===== config.mk =====
export PLATFORM = sky130hd
export DESIGN_NAME = reset_sequencer
export DESIGN_NICKNAME = d
export VERILOG_FILES = /design/src/rtl/rstseq_pkg.sv /design/src/rtl/rstseq_sync.sv /design/src/rtl/rstseq_arb.sv /design/src/rtl/rstseq_fsm.sv /design/src/rtl/reset_sequencer.sv
export SDC_FILE = /design/constraint.sdc
export NUM_CORES = 1
export LEC_CHECK = 0
export BUFFER_PORTS_ARGS = -buffer_cell sky130_fd_sc_hd__buf_2
export CORE_UTILIZATION = 40
export CTS_CLUSTER_DIAMETER = 50
export DETAILED_ROUTE_END_ITERATION = 12
export GPL_TIMING_DRIVEN = 0
export PLACE_DENSITY_LB_ADDON = 0.1
export SLEW_MARGIN = 0
export SYNTH_ARGS = -nofsm -noshare
export SYNTH_HDL_FRONTEND = slang
export SYNTH_SLANG_ARGS = --single-unit

===== constraint.sdc =====
create_clock -name clk -period 2.4 [get_ports clk]
set_clock_uncertainty 0.1 [all_clocks]
set_input_delay 0.36 -clock clk [delete_from_list [all_inputs] [get_ports clk]]
set_output_delay 0.36 -clock clk [all_outputs]
set_load 0.03 [all_outputs]

===== src/rtl/rstseq_pkg.sv =====
package rstseq_pkg;

    localparam int NUM_SRC = 5;
    localparam int MODE_W  = 3;

    // flag bit positions
    localparam int F_POR = 0;
    localparam int F_EXT = 1;
    localparam int F_LVR = 2;
    localparam int F_CM  = 3;
    localparam int F_WD  = 4;

    typedef enum logic [1:0] {
        CLS_TOP  = 2'd0,
        CLS_CLK  = 2'd1,
        CLS_WDOG = 2'd2
    } rst_class_e;

    typedef enum logic [1:0] {
        ST_RUN     = 2'd0,
        ST_DRIVE   = 2'd1,
        ST_RELEASE = 2'd2,
        ST_HELD    = 2'd3
    } seq_state_e;

    typedef struct packed {
        logic                 valid;
        rst_class_e           cls;
        logic [NUM_SRC-1:0]   set_mask;
    } arb_result_t;

    function automatic logic [15:0] vector_of(rst_class_e c);
        case (c)
            CLS_CLK:  return 16'hFFFC;
            CLS_WDOG: return 16'hFFFA;
            default:  return 16'hFFFE;
        endcase
    endfunction

endpackage


===== src/rtl/rstseq_sync.sv =====
module rstseq_sync #(
    parameter int STAGES = 2
) (
    input  logic clk,
    input  logic por,
    input  logic d_in,
    output logic q_out
);
    logic [STAGES-1:0] stage_q;

    genvar g;
    generate
        for (g = 0; g < STAGES; g++) begin : g_stage
            always_ff @(posedge clk) begin
                if (por) begin
                    stage_q[g] <= 1'b1;
                end else if (g == 0) begin
                    stage_q[g] <= d_in;
                end else begin
                    stage_q[g] <= stage_q[(g == 0) ? 0 : g-1];
                end
            end
        end
    endgenerate

    assign q_out = stage_q[STAGES-1];
endmodule


===== src/rtl/rstseq_arb.sv =====
module rstseq_arb
    import rstseq_pkg::*;
(
    input  logic        ext_low,
    input  logic        lvr_req,
    input  logic        cm_req,
    input  logic        wdog_req,
    output arb_result_t result
);
    always_comb begin
        result          = '0;
        result.cls      = CLS_TOP;
        if (ext_low || lvr_req) begin
            result.valid           = 1'b1;
            result.cls             = CLS_TOP;
            result.set_mask[F_EXT] = ext_low;
            result.set_mask[F_LVR] = lvr_req;
        end else if (cm_req) begin
            result.valid           = 1'b1;
            result.cls             = CLS_CLK;
            result.set_mask[F_CM]  = 1'b1;
        end else if (wdog_req) begin
            result.valid           = 1'b1;
            result.cls             = CLS_WDOG;
            result.set_mask[F_WD]  = 1'b1;
        end
    end
endmodule


===== src/rtl/rstseq_fsm.sv =====
module rstseq_fsm
    import rstseq_pkg::*;
#(
    parameter int DRIVE_LEN = 16,
    parameter int CHECK_WIN = 32
) (
    input  logic       clk,
    input  logic       por,
    input  logic       req_valid,
    input  logic       pin_high,
    output seq_state_e state_o,
    output logic       start_o,
    output logic       timeout_o,
    output logic       done_o
);
    localparam int MAXC  = (DRIVE_LEN > CHECK_WIN) ? DRIVE_LEN : CHECK_WIN;
    localparam int CNT_W = $clog2(MAXC + 1);
    localparam logic [CNT_W-1:0] DRV_LAST = CNT_W'(DRIVE_LEN - 1);
    localparam logic [CNT_W-1:0] WIN_LAST = CNT_W'(CHECK_WIN - 1);

    seq_state_e       state_q, state_n;
    logic [CNT_W-1:0] cnt_q, cnt_n;

    always_comb begin
        state_n   = state_q;
        cnt_n     = cnt_q;
        start_o   = 1'b0;
        timeout_o = 1'b0;
        done_o    = 1'b0;
        case (state_q)
            ST_RUN: begin
                if (req_valid) begin
                    start_o = 1'b1;
                    state_n = ST_DRIVE;
                    cnt_n   = '0;
                end
            end
            ST_DRIVE: begin
                if (cnt_q == DRV_LAST) begin
                    state_n = ST_RELEASE;
                    cnt_n   = '0;
                end else begin
                    cnt_n = cnt_q + 1'b1;
                end
            end
            ST_RELEASE: begin
                if (pin_high) begin
                    done_o  = 1'b1;
                    state_n = ST_RUN;
                end else if (cnt_q == WIN_LAST) begin
                    timeout_o = 1'b1;
                    state_n   = ST_HELD;
                end else begin
                    cnt_n = cnt_q + 1'b1;
                end
            end
            default: begin
                if (pin_high) begin
                    done_o  = 1'b1;
                    state_n = ST_RUN;
                end
            end
        endcase
    end

    always_ff @(posedge clk) begin
        if (por) begin
            state_q <= ST_DRIVE;
            cnt_q   <= '0;
        end else begin
            state_q <= state_n;
            cnt_q   <= cnt_n;
        end
    end

    assign state_o = state_q;
endmodule


===== src/rtl/reset_sequencer.sv =====
module reset_sequencer
    import rstseq_pkg::*;
#(
    parameter int DRIVE_LEN   = 16,
    parameter int CHECK_WIN   = 32,
    parameter int SYNC_STAGES = 2
) (
    input  logic                clk,
    input  logic                por,
    input  logic                lvr_req,
    input  logic                cm_req,
    input  logic                wdog_req,
    input  logic                rst_pin_in,
    input  logic [MODE_W-1:0]   mode_pins,
    input  logic                flash_ctl_pin,
    input  logic [NUM_SRC-1:0]  cause_clr,
    output logic                rst_pin_drive_low,
    output logic                sys_rst,
    output logic [15:0]         vector_addr,
    output logic [MODE_W-1:0]   mode_bits,
    output logic                flash_visible,
    output logic [NUM_SRC-1:0]  cause_flags
);
    logic        pin_high_s;
    arb_result_t arb;
    seq_state_e  state;
    logic        start, timeout, done;

    rstseq_sync #(.STAGES(SYNC_STAGES)) u_sync (
        .clk   (clk),
        .por   (por),
        .d_in  (rst_pin_in),
        .q_out (pin_high_s)
    );

    rstseq_arb u_arb (
        .ext_low  (!pin_high_s),
        .lvr_req  (lvr_req),
        .cm_req   (cm_req),
        .wdog_req (wdog_req),
        .result   (arb)
    );

    rstseq_fsm #(.DRIVE_LEN(DRIVE_LEN), .CHECK_WIN(CHECK_WIN)) u_fsm (
        .clk       (clk),
        .por       (por),
        .req_valid (arb.valid),
        .pin_high  (pin_high_s),
        .state_o   (state),
        .start_o   (start),
        .timeout_o (timeout),
        .done_o    (done)
    );

    rst_class_e         cls_q;
    logic [NUM_SRC-1:0] flags_q, set_now;
    logic [MODE_W-1:0]  mode_q;
    logic               flash_q;

    always_comb begin
        set_now = '0;
        if (start)   set_now = set_now | arb.set_mask;
        if (timeout) set_now[F_EXT] = 1'b1;
    end

    always_ff @(posedge clk) begin
        if (por) begin
            cls_q   <= CLS_TOP;
            flags_q <= NUM_SRC'(1) << F_POR;
            mode_q  <= '0;
            flash_q <= 1'b0;
        end else begin
            if (start)        cls_q <= arb.cls;
            else if (timeout) cls_q <= CLS_TOP;
            flags_q <= (flags_q & ~cause_clr) | set_now;
            if (done) begin
                mode_q  <= mode_pins;
                flash_q <= flash_ctl_pin;
            end
        end
    end

    assign sys_rst           = (state != ST_RUN);
    assign rst_pin_drive_low = (state == ST_DRIVE);
    assign vector_addr       = vector_of(cls_q);
    assign mode_bits         = mode_q;
    assign flash_visible     = flash_q;
    assign cause_flags       = flags_q;
endmodule


==> flow_summary.toml <==
[drt]
drtAntennaViolNets = 0
drc = 4
first_iter_violations = 33
viasPerCell = 5.16
drt-total-wl_um = 2430
drt-pass1-iter-count = 8
drt-wirelength-per-cell_um = 11.5
vias = 1089

[pwr]
irDropWorstVdd_mv = 0.605
p_leak_nw = 0.683
p_clk_share_pct = 12.0
p_int_mw = 0.811
p_sw_share_pct = 45.2
pwr-share-seq_pct = 30.5
p_sw_mw = 0.670
power_density_nw_per_um2 = 1010
comb_power_share_pct = 57.5

[sta]
min_period_ns = 2.06
whs_ns = 0.120
finalHoldViolCount = 0
fin_ws_ns = 0.338
fmax_ghz = 0.485
drv_slew = 0
worst_slew_pin_slew_ns = 0.711
slew_headroom_pct = 52.2
fin_tns_setup_ns = 0
setup_viol = 0
timing.final.crit_share_pct = 85.9
grt_setup_unrepaired = "false"

[floorplanning]
rows = 19
die_x_um = 57.2
core_area_um2 = 2830
die_area_um2 = 3270
initial_core_util_pct = 43.0
die_h_um = 57.2
pin_count = 42

[clock_tree]
h-tree-depth = 1
clkTransAtPathRegs_ns = 0.13
clk_latency_ns = 0.31
cts_resized = 0
cts_buffers = 3
ctsHoldBuffers = 0
cts_tree = "built"
ctsLongestPathBuffers = 2
cts_num_sinks = 21
root_buffer = "clkbuf_4"
post_cts_buffers = 0

[place]
dp_cells = 207
place_ws_ns = 0.362
globalplace.congestion = 0.904
portBuffers = 27
hpwl_um = 1890

[worst_setup_path]
slowest_delay_ns = 0.38
crit_fanout = 8
cp_top_family = "simple AND/OR/NAND/NOR gates"
worstSetupEndpointType = "register"
cp_cell_sequence = "inv_1, ha_1, buf_6, o21ba_4, nor3b_2, nor3_1, a32o_1"
critPathArrivalTime_ns = 2.18
cp_num_buf_inv = 2
required_ns = 2.52
cp_slowest_cell = "dfxtp_1"
crit_path_start_kind = "register"
crit_type = "reg -> reg"

[synthesis]
synth-adder-area-share_pct = 5.14
yosysUniqueCellTypes = 41
synth_xor_xnor_area_share_pct = 0
ys_seq_area_share_pct = 34.5
muxShareOfSynthArea_pct = 4.11
synth-compound-area-share_pct = 19.9
ys_seq_elements = 21
yosysWarnings = 0
synthTopCellsByArea = "dfxtp_1 35%, buf_4 8.6%, ha_1 5.1%"
netlist_instances = 137
synth.avg_cell_area_um2 = 8.89
synth_top_area_share_pct = 34.5
synth_area_leader_cell = "dfxtp_1"
syn-cell-area_um2 = 1220
synthSimpleGateAreaFrac_pct = 23.6
synth_top_family_by_area = "simple AND/OR/NAND/NOR gates"

[grt]
grt_max_degree = 13
first_global_vias = 912
grt_usage_pct = 15.6
antenna_found_initial = 0
overflow = 0
grt_pass1_wl_um = 4060

[status]
violations = "DRC"
outcome = "finished, violations left"

[finish]
drive_gt1_share_pct = 31.7
diodes = 0
syn_to_final_growth_pct = 20.2
layout_commonest_cell = "buf_2"
final_cells = 211
final_cell_mix = "27 x buf_2, 21 x dfxtp_1, 14 x nor2_1, 14 x buf_4, 14 x conb_1"
nets = 201
fin_util_pct = 51.7

[min_path]
hold_class = "in -> reg"

[job]
drv_cap = 0
## worst reg2reg max path, stage by stage, from the launching register on
cell and delay (ns):
dfxtp_1 0.38, inv_1 0.11, ha_1 0.23, buf_6 0.14, o21ba_4 0.22, nor3b_2 0.36, nor3_1 0.17, a32o_1 0.28
## layer usage
layer | track usage (%) | up-vias | share of wire (%) | routed length (um)
met5 | 0 | - | 0 | 0
met4 | 5.23 | 0 | 1.1 | 27
met3 | 2.95 | 4 | 4.6 | 111
met2 | 24.7 | 35 | 45 | 1110
met1 | 21.5 | 500 | 49 | 1190
li1 | - | 550 | - | -
## through the flow
| step | cell area (um^2) | total power [mW] |
|---|---|---|
| 6_report | 1460 | 1.48 |
| 5_1_grt | 1460 | 1.60 |
| 4_1_cts | 1460 | 1.48 |
| 3_5_place_dp | 1440 | 1.31 |
| 3_3_place_gp | 1440 | 1.28 |
| 2_1_floorplan | 1260 | 1.13 |
## flip-flops by register name, indices dropped and copies added, names as in the netlist
name and count:
u_fsm.cnt_q 6, cause_flags 5, mode_bits 3, cls_q 2, u_fsm.state_o 2, flash_visible 1, u_sync.q_out 1, u_sync.stage_q 1
## final cells by class
| type | count | area, um^2 |
|---|---|---|
| Buffer | 17 | 124 |
| Clock inverter | 1 | 5.00 |
| Tap cell | 31 | 38.8 |
| Multi-Input combinational cell | 105 | 696 |
| Clock buffer | 3 | 22.5 |
| Fill cell | 275 | 1370 |
| Inverter | 6 | 22.5 |
| Timing Repair Buffer | 27 | 135 |
| Sequential cell | 21 | 420 |
## cells in the mapped netlist
library cell  count
dfxtp_1          21
buf_4            14
nor2_1           14
a21oi_1          10
inv_1             6
nor2b_1           6
ha_1              5
mux2i_1           5
nor3_1            5
nand2b_1          4
a32o_1            3
and3_1            3
o21ai_0           3
o221ai_1          3
or2_2             3
a21o_1            2
a22o_1            2
a31oi_1           2
conb_1            2
nand2_1           2
or4_1             2
a21o_2            1
a31o_2            1
and2b_2           1
and4_1            1
and4b_4           1
buf_1             1
buf_6             1
clkbuf_1          1
nand4_1           1
nor3b_2           1
o21ai_1           1
o21ba_4           1
o21bai_1          1
o22ai_2           1
o31ai_1           1
o32a_1            1
or2b_1            1
or3_4             1
or3b_1            1
or4b_1            1
## worst paths after layout
check / cells after the start / start / end / slack (ns)
setup / recovery: 7 / u_fsm.state_o[0] / u_fsm.cnt_q[4] / 0.34
hold / removal: 2 / rst_pin_in / u_sync.stage_q[0] / 0.12
setup reg to reg: 7 / u_fsm.state_o[0] / u_fsm.cnt_q[4] / 0.34
hold reg to reg: 1 / u_sync.stage_q[0] / u_sync.q_out / 0.32
## kinds of logic (layout without fill, tap and decap cells)
group,Yosys count,after routing
AOI/OAI and AO/OA,33,33
adders and majority gates,5,5
buffers and inverters,23,54
DFF,21,21
muxes,5,5
other,2,14
and+or+nand+nor,48,48
## power by group through the flow
stage / Combinational (mW) / Sequential [mW] / Clock, mW
finish: 0.851 / 0.451 / 0.178
floorplan: 0.623 / 0.506 / 0
global placement: 0.827 / 0.455 / 0
detailed placement: 0.850 / 0.459 / 0
global route: 0.944 / 0.461 / 0.199
CTS: 0.850 / 0.452 / 0.181
(Power assumes the default switching activity.)
